`src/rtl/dma_page_pkg.sv`:
```
// Package: shared sizes and the offset map for the page register bank.
// Assumes exactly eight channels in two groups of four.
package dma_page_pkg;
    localparam int unsigned PG_DATA_W = 8;
    localparam int unsigned PG_ADDR_W = 4;
    localparam int unsigned PG_DEPTH  = 1 << PG_ADDR_W;
    localparam int unsigned PG_NUM_CH = 8;
    localparam int unsigned PG_CH_W   = $clog2(PG_NUM_CH);

    // Offset of the page register that belongs to channel ch.
    // Each group of four uses slots 7,3,1,2; the upper group adds 8.
    function automatic logic [PG_ADDR_W-1:0] chan_offset(input int unsigned ch);
        logic [PG_ADDR_W-1:0] slot;
        case (ch % 4)
            0:       slot = 4'h7;
            1:       slot = 4'h3;
            2:       slot = 4'h1;
            default: slot = 4'h2;
        endcase
        if (ch >= 4) slot = slot | 4'h8;
        return slot;
    endfunction
endpackage

```
`src/rtl/page_addr_decode.sv`:
```
// Module: page_addr_decode
// Turns an offset into a one-hot channel hit vector and a binary channel index.
// Assumes the offset map from dma_page_pkg; purely combinational.
module page_addr_decode
    import dma_page_pkg::*;
#(
    parameter int unsigned ADDR_W = PG_ADDR_W,
    parameter int unsigned NUM_CH = PG_NUM_CH,
    localparam int unsigned CH_W  = $clog2(NUM_CH)
) (
    input  logic [ADDR_W-1:0] addr,
    output logic [NUM_CH-1:0] hit,
    output logic              is_chan,
    output logic [CH_W-1:0]   chan_idx
);
    // one comparator per channel against its fixed offset
    for (genvar c = 0; c < NUM_CH; c++) begin : g_cmp
        assign hit[c] = (addr == ADDR_W'(chan_offset(c)));
    end

    // any channel offset selected
    assign is_chan = |hit;

    // binary index of the selected channel (offsets are unique)
    always_comb begin
        chan_idx = '0;
        for (int c = 0; c < NUM_CH; c++) begin
            if (hit[c]) chan_idx = CH_W'(c);
        end
    end
endmodule

```
`src/rtl/page_shadow_regs.sv`:
```
// Module: page_shadow_regs
// Sixteen-byte store that records every write by offset.
// Assumes a synchronous active-low reset; read is an unregistered select.
module page_shadow_regs #(
    parameter int unsigned DATA_W = 8,
    parameter int unsigned ADDR_W = 4,
    localparam int unsigned DEPTH = 1 << ADDR_W
) (
    input  logic              clk,
    input  logic              rst_n,
    input  logic              wr_en,
    input  logic [ADDR_W-1:0] addr,
    input  logic [DATA_W-1:0] wdata,
    output logic [DATA_W-1:0] rdata
);
    logic [DATA_W-1:0] mem_q [DEPTH];

    // store write data at the addressed entry, clear all on reset
    always_ff @(posedge clk) begin
        if (!rst_n) begin
            for (int i = 0; i < DEPTH; i++) mem_q[i] <= '0;
        end else if (wr_en) begin
            mem_q[addr] <= wdata;
        end
    end

    // select the addressed entry
    assign rdata = mem_q[addr];
endmodule

```
`src/rtl/page_channel_regs.sv`:
```
// Module: page_channel_regs
// One page register per channel, loaded when its decode hit is set during a write.
// Assumes hit is one-hot or zero.
module page_channel_regs #(
    parameter int unsigned DATA_W = 8,
    parameter int unsigned NUM_CH = 8
) (
    input  logic                     clk,
    input  logic                     rst_n,
    input  logic                     wr_en,
    input  logic [NUM_CH-1:0]        hit,
    input  logic [DATA_W-1:0]        wdata,
    output logic [NUM_CH*DATA_W-1:0] pages
);
    for (genvar c = 0; c < NUM_CH; c++) begin : g_ch
        logic [DATA_W-1:0] page_q;

        // load this channel's page on a matching write
        always_ff @(posedge clk) begin
            if (!rst_n)                page_q <= '0;
            else if (wr_en && hit[c])  page_q <= wdata;
        end

        assign pages[c*DATA_W +: DATA_W] = page_q;
    end
endmodule

```
`src/rtl/page_read_mux.sv`:
```
// Module: page_read_mux
// Picks read data from the channel page, the shadow byte or all ones.
// Assumes the configuration inputs are quasi-static.
module page_read_mux #(
    parameter int unsigned DATA_W = 8,
    parameter int unsigned NUM_CH = 8,
    localparam int unsigned CH_W  = $clog2(NUM_CH)
) (
    input  logic [NUM_CH*DATA_W-1:0] pages,
    input  logic [DATA_W-1:0]        shadow_byte,
    input  logic                     is_chan,
    input  logic [CH_W-1:0]          chan_idx,
    input  logic                     scratch_rd_en,
    input  logic                     wr_only,
    output logic [DATA_W-1:0]        rdata
);
    // priority: write-only, channel page, scratch byte, all ones
    always_comb begin
        if (wr_only)            rdata = '1;
        else if (is_chan)       rdata = pages[chan_idx*DATA_W +: DATA_W];
        else if (scratch_rd_en) rdata = shadow_byte;
        else                    rdata = '1;
    end
endmodule

```
`src/rtl/dma_page_bank.sv`:
```
// Module: dma_page_bank (top)
// I/O-mapped bank of page registers for eight DMA channels plus scratch bytes.
// Assumes one write per cycle; read data is combinational.
module dma_page_bank
    import dma_page_pkg::*;
#(
    parameter int unsigned DATA_W = PG_DATA_W,
    parameter int unsigned ADDR_W = PG_ADDR_W,
    parameter int unsigned NUM_CH = PG_NUM_CH,
    localparam int unsigned CH_W  = $clog2(NUM_CH)
) (
    input  logic                     clk,
    input  logic                     rst_n,
    input  logic [ADDR_W-1:0]        io_addr,
    input  logic [DATA_W-1:0]        io_wdata,
    input  logic                     io_wr,
    input  logic                     io_rd,
    output logic [DATA_W-1:0]        io_rdata,
    input  logic                     cfg_scratch_rd_en,
    input  logic                     cfg_wr_only,
    output logic [NUM_CH*DATA_W-1:0] page_out
);
    logic [NUM_CH-1:0] hit;
    logic              is_chan;
    logic [CH_W-1:0]   chan_idx;
    logic [DATA_W-1:0] shadow_byte;
    logic [DATA_W-1:0] mux_data;

    page_addr_decode #(.ADDR_W(ADDR_W), .NUM_CH(NUM_CH)) u_dec (
        .addr(io_addr), .hit(hit), .is_chan(is_chan), .chan_idx(chan_idx)
    );

    page_shadow_regs #(.DATA_W(DATA_W), .ADDR_W(ADDR_W)) u_shadow (
        .clk(clk), .rst_n(rst_n), .wr_en(io_wr), .addr(io_addr),
        .wdata(io_wdata), .rdata(shadow_byte)
    );

    page_channel_regs #(.DATA_W(DATA_W), .NUM_CH(NUM_CH)) u_chan (
        .clk(clk), .rst_n(rst_n), .wr_en(io_wr), .hit(hit),
        .wdata(io_wdata), .pages(page_out)
    );

    page_read_mux #(.DATA_W(DATA_W), .NUM_CH(NUM_CH)) u_rmux (
        .pages(page_out), .shadow_byte(shadow_byte), .is_chan(is_chan),
        .chan_idx(chan_idx), .scratch_rd_en(cfg_scratch_rd_en),
        .wr_only(cfg_wr_only), .rdata(mux_data)
    );

    // read data is qualified by io_rd at the consumer; drive it unconditionally
    assign io_rdata = mux_data;

    logic unused_rd;
    assign unused_rd = io_rd;
endmodule

```
`config.mk`:
```
export PLATFORM = sky130hd
export DESIGN_NAME = dma_page_bank
export DESIGN_NICKNAME = d
export VERILOG_FILES = /design/src/rtl/dma_page_pkg.sv /design/src/rtl/page_addr_decode.sv /design/src/rtl/page_shadow_regs.sv /design/src/rtl/page_channel_regs.sv /design/src/rtl/page_read_mux.sv /design/src/rtl/dma_page_bank.sv
export SDC_FILE = /design/constraint.sdc
export NUM_CORES = 1
export LEC_CHECK = 0
export ABC_AREA = 0
export BUFFER_PORTS_ARGS = -buffer_cell sky130_fd_sc_hd__buf_2
export CELL_PAD_IN_SITES_DETAIL_PLACEMENT = 0
export CELL_PAD_IN_SITES_GLOBAL_PLACEMENT = 1
export CORE_ASPECT_RATIO = 0.75
export CORE_MARGIN = 5
export CORE_UTILIZATION = 41
export CTS_CLUSTER_SIZE = 10
export DETAILED_ROUTE_END_ITERATION = 12
export GPL_TIMING_DRIVEN = 0
export PLACE_DENSITY = 0.81
export SETUP_SLACK_MARGIN = 0.2
export SYNTH_ARGS = -nofsm -noshare
export SYNTH_HDL_FRONTEND = slang
export SYNTH_SLANG_ARGS = --single-unit
```
`constraint.sdc`:
```
create_clock -name clk -period 1.75 [get_ports clk]
set_input_delay 0.0875 -clock clk [delete_from_list [all_inputs] [get_ports clk]]
set_output_delay 0.0875 -clock clk [all_outputs]
set_load 0.05 [all_outputs]
```
* After elaboration in Yosys (flattened, before gate mapping)
Memories as Yosys holds them, arrays and structs flattened.
Index checks and enable logic that the tools add are counted.
** Word-level totals
- Register bits :: 64
- Memory bits (writable) :: 128
- Input port bits :: 18
- Word-level logic and storage cells :: 45
- Memories kept :: 1
** Operators by class
- Equality and inequality tests :: 8
- Shifts and indexed selects :: 1
- Multiplexer cells :: 17
- Reductions and logical operators :: 10
** Memories
- u_shadow.mem_q :: depth 16, width 8, read ports 1, clocked after Yosys merged registers in 0, write ports 16, RTL line page_shadow_regs.sv:16 : logic [DATA_W-1:0] mem_q [DEPTH];
** Operators with widths (count)
- $shiftx A64 B7 Y8 :: 1
- $mux W8 :: 4
- $eq A4 B4 Y1 const B :: 4
- $reduce_or A8 Y1 :: 2
- $mux W3 :: 4
- $eq A4 B2 Y1 const B :: 2
- $logic_and A1 B1 Y1 :: 8
- $mux W1 :: 6
- $eq A4 B1 Y1 const B :: 1
- $eq A4 B3 Y1 const B :: 1
- $mux W2 :: 2
- $mux W4 :: 1

* Logic depth before layout (Yosys ltp)
Gate-level depths: netlist of the first run.
- Depth after elaboration :: 11
- Gate-level depth with buffers :: 8

* Modules after synthesis
Synthesis of the first run repeated with hierarchy kept, for this count alone.
** Second synthesis, totals
- Cells, all modules :: 688
- Area total of the unflattened synthesis :: 8997.4 um^2
** Modules (own cells, without submodules)
- page_shadow_regs :: times used 1, cells each 376, area each 5841.9 um^2
- page_channel_regs :: times used 1, cells each 217, area each 2371.0 um^2
- page_read_mux :: times used 1, cells each 78, area each 681.9 um^2
- page_addr_decode :: times used 1, cells each 17, area each 102.6 um^2

* Worst setup path before layout of the first run
No wires, ideal clock.
- Path type :: register -> output
- From :: register u_chan.g_ch[0].page_q[7]
- To :: output io_rdata[7]
- Data arrival time :: 2.060 ns
- Slack :: -0.398 ns
- Cell stages (with the launch flop) :: 4
- Path buffers :: 0
- Cells stage by stage :: dfxtp_1 mux2i_1 a2111o_1 a32oi_1
** On the way
- Longest elaborated chain between the ends :: 3
** RTL lines
- start, declared :: RTL line page_channel_regs.sv:16 : logic [DATA_W-1:0] page_q;
- start signal, assigned :: RTL line page_channel_regs.sv:21 : else if (wr_en && hit[c]) page_q <= wdata;
- $shiftx A64 B7 Y8 :: RTL line page_read_mux.sv:20 : else if (is_chan) rdata = pages[chan_idx*DATA_W +: DATA_W];
- $mux W8 :: RTL line page_read_mux.sv:20
- $mux W8 :: RTL line page_read_mux.sv:19 : if (wr_only) rdata = '1;
- end, declared :: RTL line dma_page_bank.sv:18 : output logic [DATA_W-1:0] io_rdata,
Every way passes these cells.

* Worst setup path after layout of the first run
- From :: memory u_shadow.mem_q[5][6]
- To :: output io_rdata[6]
** On the way
- Longest elaborated chain between the ends :: 4
** RTL lines
- start, declared :: RTL line page_shadow_regs.sv:16
- $mem_v2 Z16 W8
- $mux W8 :: RTL line page_read_mux.sv:21 : else if (scratch_rd_en) rdata = shadow_byte;
- $mux W8 :: RTL line page_read_mux.sv:20
- $mux W8 :: RTL line page_read_mux.sv:19
Every way passes these cells.

==> results of run 1 <==
metrics by stage:
step | setup slack (ns) | utilization [%] | total power, uW | area (um^2) | hold slack (ns)
global placement | -0.697 | 46.8 | 5340 | 8700 | 0.395
finish | -0.583 | 53.0 | 9220 | 9860 | 0.0155
floorplan | 0.0455 | - | 5000 | 7970 | 0.222
global route | -0.644 | 53.0 | 9490 | 9860 | 0.0180
detailed placement | -0.730 | 46.8 | 5340 | 8700 | 0.399
CTS | -0.611 | 51.7 | 9130 | 9620 | 0.000170
cells by family after synthesis:
group	synth area share, %
AOI/OAI and AO/OA	11.4
DFF	54.5
buffers and inverters	4.10
adders and majority gates	0.128
and+or+nand+nor	20.0
muxes	9.87
worst max-delay path, stage by stage, from the launching register on:
cell      delay [ns]
edfxtp_1        0.38
mux4_2          0.47
nand2_2         0.10
a31oi_4         0.11
or4_4           0.58
buf_6           0.17
power by group through the flow:
stage          Sequential (uW)  Combinational [uW]  Clock [uW]
2_1_floorplan             4400                 601           0
3_3_place_gp              4360                 978           0
3_5_place_dp              4360                 982           0
4_1_cts                   4280                1080        3780
5_1_grt                   4290                1220        3970
6_report                  4280                1160        3770
state kept, by name, indices dropped and copies added, names as in the netlist:
name	flops
u_shadow.mem_q	99
u_chan.g_ch.page_q	64
cells in the final DEF (no fill, tap or decap), drive strengths merged, types with 5 or more instances in the layout:
cell / instances
a21boi: 40
buf: 127
clkbuf: 47
a21o: 16
a21oi: 8
nor2b: 16
o211ai: 6
nand2: 119
o22ai: 11
inv: 9
dlygate4sd3: 6
nand3: 5
nor3: 9
clkinv: 10
dfxtp: 64
o221ai: 6
nand2b: 11
o21ai: 9
mux4: 7
nor2: 54
a31oi: 10
mux2: 20
edfxtp: 99
and2: 60
and3: 12
mux2i: 38
nor3b: 7
a22oi: 6
cell type report:
class / instances / area [um^2] / share of cell area (%)
Multi-Input combinational cell: 501 / 3620 / 36.7
Sequential cell: 163 / 4260 / 43.2
Buffer: 58 / 383 / 3.88
Inverter: 7 / 26.3 / 0.266
Clock inverter: 14 / 154 / 1.56
Clock buffer: 18 / 439 / 4.45
Tap cell: 247 / 309 / 3.13
Timing Repair Buffer: 104 / 672 / 6.81
cell usage after synthesis (all sizes together), types with 12 or more instances:
master | n | area share (%)
mux2i | 38 | 4.9
a21o | 16 | 1.5
nor2b | 16 | 1.3
a21boi | 40 | 3.8
buf | 31 | 2.5
nand2 | 119 | 5.7
nor2 | 54 | 2.6
edfxtp | 99 | 38
and3 | 12 | 0.96
mux2 | 20 | 3.0
and2 | 60 | 4.8
clkbuf | 27 | 1.3
dfxtp | 64 | 16
worst paths after layout:
path,depth (start not counted),startpoint,end
max,5,u_shadow.mem_q[5][6],io_rdata[6]
min,3,io_wdata[3],u_chan.g_ch[3].page_q[3]
max reg2reg,2,u_chan.g_ch[6].page_q[7],u_chan.g_ch[6].page_q[7]
min reg2reg,1,u_chan.g_ch[5].page_q[1],u_chan.g_ch[5].page_q[1]
timing repair:
action | 4_1_cts | 5_1_grt
hold endpoints to repair | 18 | 0
pin swaps | 7 | 8
buffers inserted | 5 | 8
hold buffers | 6 | 0
gates cloned | 0 | 1
endpoints found under the setup margin | 90 | 105
resized for setup | 58 | 35
routing by layer:
metal  global-route usage (%)  up-vias  routed length [um]
met3                     9.00       63                3220
met4                     7.76        2                 768
met5                        0        -                   7
met2                     35.7      361               11300
li1                         -     2837                   -
met1                     33.0     3126               11000
==> summary.md, run 1 <==
| Metric | Value |
|---|---|
| Status | finished, violations left |
| Failing checks | negative setup slack |
| Setup TNS | -3.03 ns |
| Core Region | 18600 um^2 |
| Crit Path Category | reg2out |
| Chip Height | 130 um |
| Die Footprint | approximately 22000 um^2 |
| Chip width | 169 um |
| Fin. Hold Viols | 0 |
| Mapped Nets | 747 |
| Pin count of the biggest net entering global routing | 17 |
| Root Driver | clkbuf_16 |
| Leak | around 0.0039 uW |
| Placed cell count | 1060 |
| Clock buffer depth | 2 |
| Ys flop type | edfxtp_1 |
| Grt total ovfl | 0 |
| Cts bufs inserted | 17 |
| Gate Count Post-Synth | between 700 and 800 |
| Worst Tran Pin Value | around 0.96 ns |
| Sequential share of power | 46.5% |
| Max-cap viol count | 0 |
| Clock network fraction of design power | 40.9% |
| Hold WC Path Type | in2reg |
| Flop-to-flop setup slack | 1.03 ns |
| DR pass1 iterations | 5 |
| Yosys warns | 0 |
| Nets | 870 |
| Setup Skew | 0 ns |
| Area growth syn-to-layout | 26.3% |
| Setup ws final | -0.583 ns |
| Final setup viols | 8 |
| VDD IR-drop max | 0.000561 V |
| Peak Freq | between 0.4 and 0.5 GHz |
| Max-slew headroom | 35.6% |
| Rows | 43 |
| Crit path max fanout | 1 |
| Vias in the first global route | 6350 |
| Total GRT Usage | 24.1% |
| Fill cells | 1643 |
| CP required | roughly 1.7 ns |
| Power Density | 934 nW/um^2 |
| Global-route wire length before repair | 38600 um |
| Drt first-iter violations | 578 |
| Crit end category | output pin |
| Initial antenna violation count | 2 |
| Vias | 6389 |
| Switching power | ~2400 uW |
| Synth Area per Inst | ~11 um^2 |
| Register clock-pin slew on the reported worst setup and hold paths | 0.07 ns |
| #FFs+latches synth | 163 |
| Post-synthesis sequential area ratio | a little over half |
| Combinational power share | 12.6% |
| Unique masters post-synth | 55 |
| # diodes | 0 |
| IO Pins | 90 |
| Unrepaired setup endpoints after global routing | yes |
| IO buf count | 84 |
| Mapped cell area | approximately 8000 um^2 |
| DRC violations left | 0 |
| CTS tree | done |
| Crit share post-route | 133% |
| Count of non-filler cells in the finished layout | 1112 |
| Final min period | approximately 2.3 ns |
| Hpwl dp | 19000 um |
| Share of cells above drive strength 1 | 30.1% |
| Sw Share | a little over a quarter |
| Starting Density | 41.9% |
| Routed len/inst | about 24 um |
| DR vias/cell | around 5.7 |
| H-Tree Depth | 4 |
| CP arrival | 2.25 ns |
| EDFF count, synth | 99 |
| Slew Viols, Final | 0 |
| GPL Wtd Cong | 0.945 |
| Post-route ant nets | 0 |
| P_int | about 6800 uW |
| Clock sink count | 163 |
| Skew-Pair Late Insertion Delay | 0.42 ns |
| Worst Setup Start Kind | register |
| Asr flop ratio synth | 0% |
| Total wire length | 26300 um |
Note: power is estimated with default switching activity, not from simulation.
==> inputs of run 2 (changes only) <==
--- a/config.mk
+++ b/config.mk
@@ -6,16 +6,16 @@
 export NUM_CORES = 1
 export LEC_CHECK = 0
 export ABC_AREA = 0
-export BUFFER_PORTS_ARGS = -buffer_cell sky130_fd_sc_hd__buf_2
 export CELL_PAD_IN_SITES_DETAIL_PLACEMENT = 0
 export CELL_PAD_IN_SITES_GLOBAL_PLACEMENT = 1
 export CORE_ASPECT_RATIO = 0.75
 export CORE_MARGIN = 5
-export CORE_UTILIZATION = 41
+export CORE_UTILIZATION = 44
 export CTS_CLUSTER_SIZE = 10
 export DETAILED_ROUTE_END_ITERATION = 12
+export DONT_BUFFER_PORTS = 1
 export GPL_TIMING_DRIVEN = 0
-export PLACE_DENSITY = 0.81
+export PLACE_DENSITY = 0.8
 export SETUP_SLACK_MARGIN = 0.2
 export SYNTH_ARGS = -nofsm -noshare
 export SYNTH_HDL_FRONTEND = slang
==> summary.md, run 2 (synthesis gave the netlist of run 1 again) <==
| Metric | Value |
|---|---|
| Status | finished, violations left |
| Failing checks | negative setup slack |
| Pin count of the biggest net entering global routing | 17 |
| Worst Tran Pin Value | 0.836 ns |
| Global-route wire length before repair | 40300 um |
| Core Region | ~18000 um^2 |
| # diodes | 0 |
| Met3 Wirelength | between 3000 and 4000 um |
| GPL Wtd Cong | 0.991 |
| M1 wire length | around 12000 um |
| Power Density | approximately 980 nW/um^2 |
| VDD IR-drop max | ~0.00064 V |
| Final setup viols | 8 |
| IO Pins | 90 |
| Root Driver | clkbuf_16 |
| IO buf count | 0 |
| Unrepaired setup endpoints after global routing | yes |
| Most common cell after layout, fill and taps aside | nand2_1 |
| Initial antenna violation count | 1 |
| Crit path max fanout | 1 |
| Die Footprint | 20500 um^2 |
| Hold_ws | 0.0426 ns |
| Area growth syn-to-layout | 16.6% |
| Fill cells | 1588 |
| Max-cap viol count | 0 |
| Nets | 777 |
| Post-route ant nets | 0 |
| Count of non-filler cells in the finished layout | ~1000 |
| H-Tree Depth | 4 |
| Starting Density | 44.5% |
| Worst Setup Start Kind | register |
| Clock sink count | 163 |
| Top reg by flops | u_shadow.mem_q |
| Top Layer Used | met5 |
| DR pass1 iterations | 6 |
| Vias | 6200 |
| Crit share post-route | 133% |
| Peak Freq | 0.429 GHz |
| Routed len/inst | about 27 um |
| Fin. Hold Viols | 0 |
| CP max stage cell | or4b_4 |
| Register clock-pin slew on the reported worst setup and hold paths | about 0.060 ns |
| Skew-Pair Late Insertion Delay | 0.44 ns |
| Leak | 0.00340 uW |
| Drt first-iter violations | 881 |
| Max-slew headroom | between 40% and 50% |
| CTS tree | done |
| Regs by FF count | u_shadow.mem_q x99, u_chan.g_ch.page_q x64 |
| Final min period | 2.33 ns |
| Total wire length | ~27000 um |
| Setup ws final | -0.579 ns |
| CP arrival | 2.24 ns |
| Worst Path Buf+Inv | 0 |
| CP cell instances | mux4_2 -> nand2_1 -> a31oi_1 -> or4b_4 |
| Rows | 42 |
| Crit end category | output pin |
| Slew Viols, Final | 0 |
| CP required | 1.66 ns |
| Post-Place Cell Area | 8280 um^2 |
| Chip width | 164 um |
| Placed cell count | 971 |
| Clock buffer depth | 2 |
| DRC violations left | 0 |
| Top delay family on crit path | simple AND/OR/NAND/NOR gates |
| Grt total ovfl | 0 |
| Crit Path Category | reg2out |
| Routed wl met2 | 11400 um |
| Hpwl dp | just under 20000 um |
| Cts bufs inserted | 17 |
| Post-route cell area | just over 9000 um^2 |
| Commonest non-fill, non-tap cells in the layout | nand2_1 (112), edfxtp_1 (99), and2_1 (60), nor2_1 (53), dfxtp_1 (42) |
| Max reg flops | 99 |
| Hold WC Path Type | in2reg |
| Layout Utilization | between 50 and 60% |
| Chip Height | 125 um |
| Setup TNS | -4.06 ns |
| Share of cells above drive strength 1 | between 20% and 30% |
| DR vias/cell | 6.11 |
| Register area | 4300 um^2 |
| Slowest stage delay, CP | 0.64 ns |
| Multi-input logic area | 3470 um^2 |
| Vias in the first global route | about 6000 |
| Total GRT Usage | between 20% and 30% |
| Setup Skew | 0 ns |
==> run 2: stage by stage <==
step	power, uW	worst slack [ns]
final	8910	-0.579
after global routing	9080	-0.587
after CTS	8840	-0.579
after detailed placement	5290	-0.464
after global placement	5270	-0.441
after floorplan	5000	0.0455
==> run 2: worst paths after layout <==
kind | endpoint | depth (start not counted) | slack, ns | startpoint
setup / recovery | io_rdata[4] | 4 | -0.58 | u_shadow.mem_q[7][4]
hold / removal | u_shadow.mem_q[1][0] | 2 | 0.04 | io_wdata[0]
setup reg to reg | u_chan.g_ch[3].page_q[6] | 2 | 0.64 | u_chan.g_ch[3].page_q[6]
hold reg to reg | u_chan.g_ch[2].page_q[7] | 2 | 0.59 | u_chan.g_ch[2].page_q[7]
==> run 2: report_power, final <==
part           leakage, uW  internal [uW]  switching, uW
Combinational      0.00165            303            634
Sequential         0.00148           4210            142
Clock             0.000269           2000           1620
Total              0.00340           6510           2400
==> run 2: area by class of cell <==
cell class / instances / area share (%)
Buffer: 58 / 3.75
Clock buffer: 20 / 4.91
Clock inverter: 12 / 1.14
Inverter: 7 / 0.289
Multi-Input combinational cell: 501 / 38.2
Sequential cell: 163 / 47.3
Tap cell: 242 / 3.33
Timing Repair Buffer: 11 / 1.13
==> run 2: worst reg2reg max path: stages, from the launching register on <==
cell and delay [ns]:
dfxtp_1 0.72, nand2_1 0.11, a21boi_0 0.19
==> run 2: timing repair <==
action,in CTS,in global routing
resized for setup,33,30
hold buffers,8,0
endpoints found under the hold margin,32,0
setup endpoints to repair,56,114
setup buffers,1,2
pin swaps,11,8
==> run 2: routing by layer <==
layer | global-route usage [%] | vias to the layer above
met2 | 37.6 | 406
met4 | 6.90 | 2
met1 | 40.3 | 3081
li1 | - | 2652
met5 | 0 | -
met3 | 8.98 | 59
==> inputs of run 3 (changes only) <==
--- a/config.mk
+++ b/config.mk
@@ -11,12 +11,13 @@
 export CORE_ASPECT_RATIO = 0.75
 export CORE_MARGIN = 5
 export CORE_UTILIZATION = 44
+export CTS_BUF_LIST = sky130_fd_sc_hd__clkbuf_4
 export CTS_CLUSTER_SIZE = 10
 export DETAILED_ROUTE_END_ITERATION = 12
 export DONT_BUFFER_PORTS = 1
 export GPL_TIMING_DRIVEN = 0
 export PLACE_DENSITY = 0.8
-export SETUP_SLACK_MARGIN = 0.2
+export SETUP_SLACK_MARGIN = 0.4
 export SYNTH_ARGS = -nofsm -noshare
 export SYNTH_HDL_FRONTEND = slang
 export SYNTH_SLANG_ARGS = --single-unit
==> summary.md, run 3 (synthesis gave the netlist of run 1 again) <==
| Metric | Value |
|---|---|
| Status | finished, violations left |
| Failing checks | negative hold slack, negative setup slack |
| Max-slew headroom | 41.5% |
| Slowest stage delay, CP | 0.66 ns |
| Cts hold-fix bufs | 11 |
| Skew-Pair Late Insertion Delay | 0.57 ns |
| Routed len/inst | between 20 and 30 um |
| CP max stage cell | or4_4 |
| Worst Path Buf+Inv | 0 |
| Cts bufs inserted | 17 |
| Chip width | approximately 160 um |
| Final min period | 2.50 ns |
| Clock sink count | 163 |
| Crit end category | output pin |
| Root Driver | clkbuf_4 |
| Total wire length | 27000 um |
| Hpwl dp | 19900 um |
| Met3 Wirelength | 3670 um |
| Crit Path Category | reg2out |
| Final setup viols | 8 |
| Power Density | 817 nW/um^2 |
| Count of non-filler cells in the finished layout | about 1000 |
| Fill cells | roughly 1600 |
| Hold endpoint | u_chan.g_ch[1].page_q[4] |
| Max reg flops | 99 |
| Post-route cell area | 9030 um^2 |
| Slew Viols, Final | 0 |
| IO buf count | 0 |
| Post-Place Cell Area | 8520 um^2 |
| Max-cap viol count | 0 |
| Clock buffer depth | 2 |
| Core Region | 17600 um^2 |
| Drt first-iter violations | roughly 860 |
| Flop-to-flop setup slack | about 0.79 ns |
| Setup TNS | -5.37 ns |
| DRC violations left | 0 |
| Commonest non-fill, non-tap cells in the layout | nand2_1 (111), edfxtp_1 (99), and2_1 (60), dfxtp_2 (56), nor2_1 (53) |
| Global-route wire length before repair | 40000 um |
| Crit share post-route | 143% |
| Area growth syn-to-layout | 15.7% |
| VDD IR-drop max | 0.000661 V |
| Die Footprint | between 20000 and 25000 um^2 |
| Launching point of the worst reg2reg path | u_chan.g_ch[1].page_q[0] |
| Setup Skew | 0 ns |
| Top Layer Used | met4 |
| CTS tree | done |
| Starting Density | approximately 44% |
| DR vias/cell | 5.99 |
| CP required | 1.66 ns |
| Crit path max fanout | 1 |
| Most common cell after layout, fill and taps aside | nand2_1 |
| Hold_ws | -0.0917 ns |
| Setup Buffers After CTS | 0 |
| Layout Utilization | 51.5% |
| Pin count of the biggest net entering global routing | 17 |
| Initial antenna violation count | 1 |
| Vias in the first global route | 6050 |
| Hold WC Path Type | in2reg |
| Top reg by flops | u_shadow.mem_q |
| Worst Tran Pin Value | 0.877 ns |
| Nets | 777 |
| Post-route ant nets | 0 |
| Multi-input logic area | ~3600 um^2 |
| Share of cells above drive strength 1 | 27.3% |
| Total power | 7380 uW |
| Placed cell count | 971 |
| Worst Min Path Start | io_addr[1] |
| CP cell instances | mux4_2 -> nand2_2 -> a31oi_2 -> or4_4 |
| R2R depth | 2 |
| Worst Setup Start Kind | register |
| Peak Freq | 0.400 GHz |
| H-Tree Depth | 4 |
| Total GRT Usage | 26.7% |
| Reg2reg end | u_chan.g_ch[1].page_q[0] |
| Routed wl met2 | 11400 um |
| Top delay family on crit path | simple AND/OR/NAND/NOR gates |
| Regs by FF count | u_shadow.mem_q x99, u_chan.g_ch.page_q x64 |
| Unrepaired setup endpoints after global routing | yes |
| Register clock-pin slew on the reported worst setup and hold paths | approximately 0.15 ns |
| Chip Height | 125 um |
| Grt total ovfl | 0 |
| GPL Wtd Cong | a little over 0.9 |
| DR pass1 iterations | 9 |
| Leak | 0.00336 uW |
| IO Pins | 90 |
| Register area | 4350 um^2 |
| Rows | 42 |
| Hold Crit Depth | 4 |
| Setup ws final | -0.753 ns |
| CP arrival | 2.42 ns |
| M1 wire length | roughly 12000 um |
| Fin. Hold Viols | 8 |
| Vias | ~6000 |
run 3: cell count changes in the layout (fill, tap and decap cells not counted), moves of 4 or more:
cell       before  now
buf_6           4    8
clkbuf_16      17    1
nand2b_4        2    6
dfxtp_2        14   56
clkbuf_2        8    4
clkbuf_4        4   20
dfxtp_1        42    0
run 3: layout make-up:
type	instances	area share (%)
flip-flops and latches	163	48.2
multi-input cells	501	39.7
plain buffers	58	4.54
well taps	242	3.35
clock buffers	18	1.50
repair buffers	11	1.22
clock inverters	14	1.14
inverters	7	0.319
diodes	3	0.0831
run 3: stage by stage:
stage	setup WS, ns	hold slack [ns]
floorplan	0.0455	0.222
global placement	-0.346	0.226
detailed placement	-0.369	0.233
CTS	-0.754	-0.0702
global route	-0.813	-0.132
finish	-0.753	-0.0917
run 3: worst max path at each step:
| stage | slack, ns | depth (start not counted) | from | end |
|---|---|---|---|---|
| floorplan | 0.05 | 4 | u_shadow.mem_q[12][6] | io_rdata[6] |
| global placement | -0.35 | 7 | io_addr[0] | io_rdata[0] |
| detailed placement | -0.37 | 7 | io_addr[0] | io_rdata[0] |
| CTS | -0.75 | 4 | u_shadow.mem_q[7][6] | io_rdata[6] |
| global route | -0.81 | 4 | u_shadow.mem_q[7][6] | io_rdata[6] |
| finish | -0.75 | 4 | u_shadow.mem_q[7][6] | io_rdata[6] |
run 3: repair_timing:
action,CTS,global route
setup endpoints to repair,79,14
endpoints found under the hold margin,89,10
gates resized for setup,71,13
pin swaps,9,8
run 3: report_power, final:
part / internal, uW / switching, uW / total (uW) / leakage (uW)
Combinational: 326 / 649 / 975 / 0.00173
Clock: 596 / 1450 / 2050 / 0.000134
Sequential: 4210 / 141 / 4350 / 0.00150
run 3: worst reg2reg max path, cell delays in order (launching register included):
cell and delay (ns):
dfxtp_2 0.55, nand2_1 0.10, a21boi_0 0.22
run 3: layer usage:
metal | track usage [%] | up-vias
li1 | - | 2654
met1 | 38.6 | 3034
met2 | 37.5 | 369
met3 | 10.8 | 31
met4 | 6.51 | 0
met5 | 0 | -
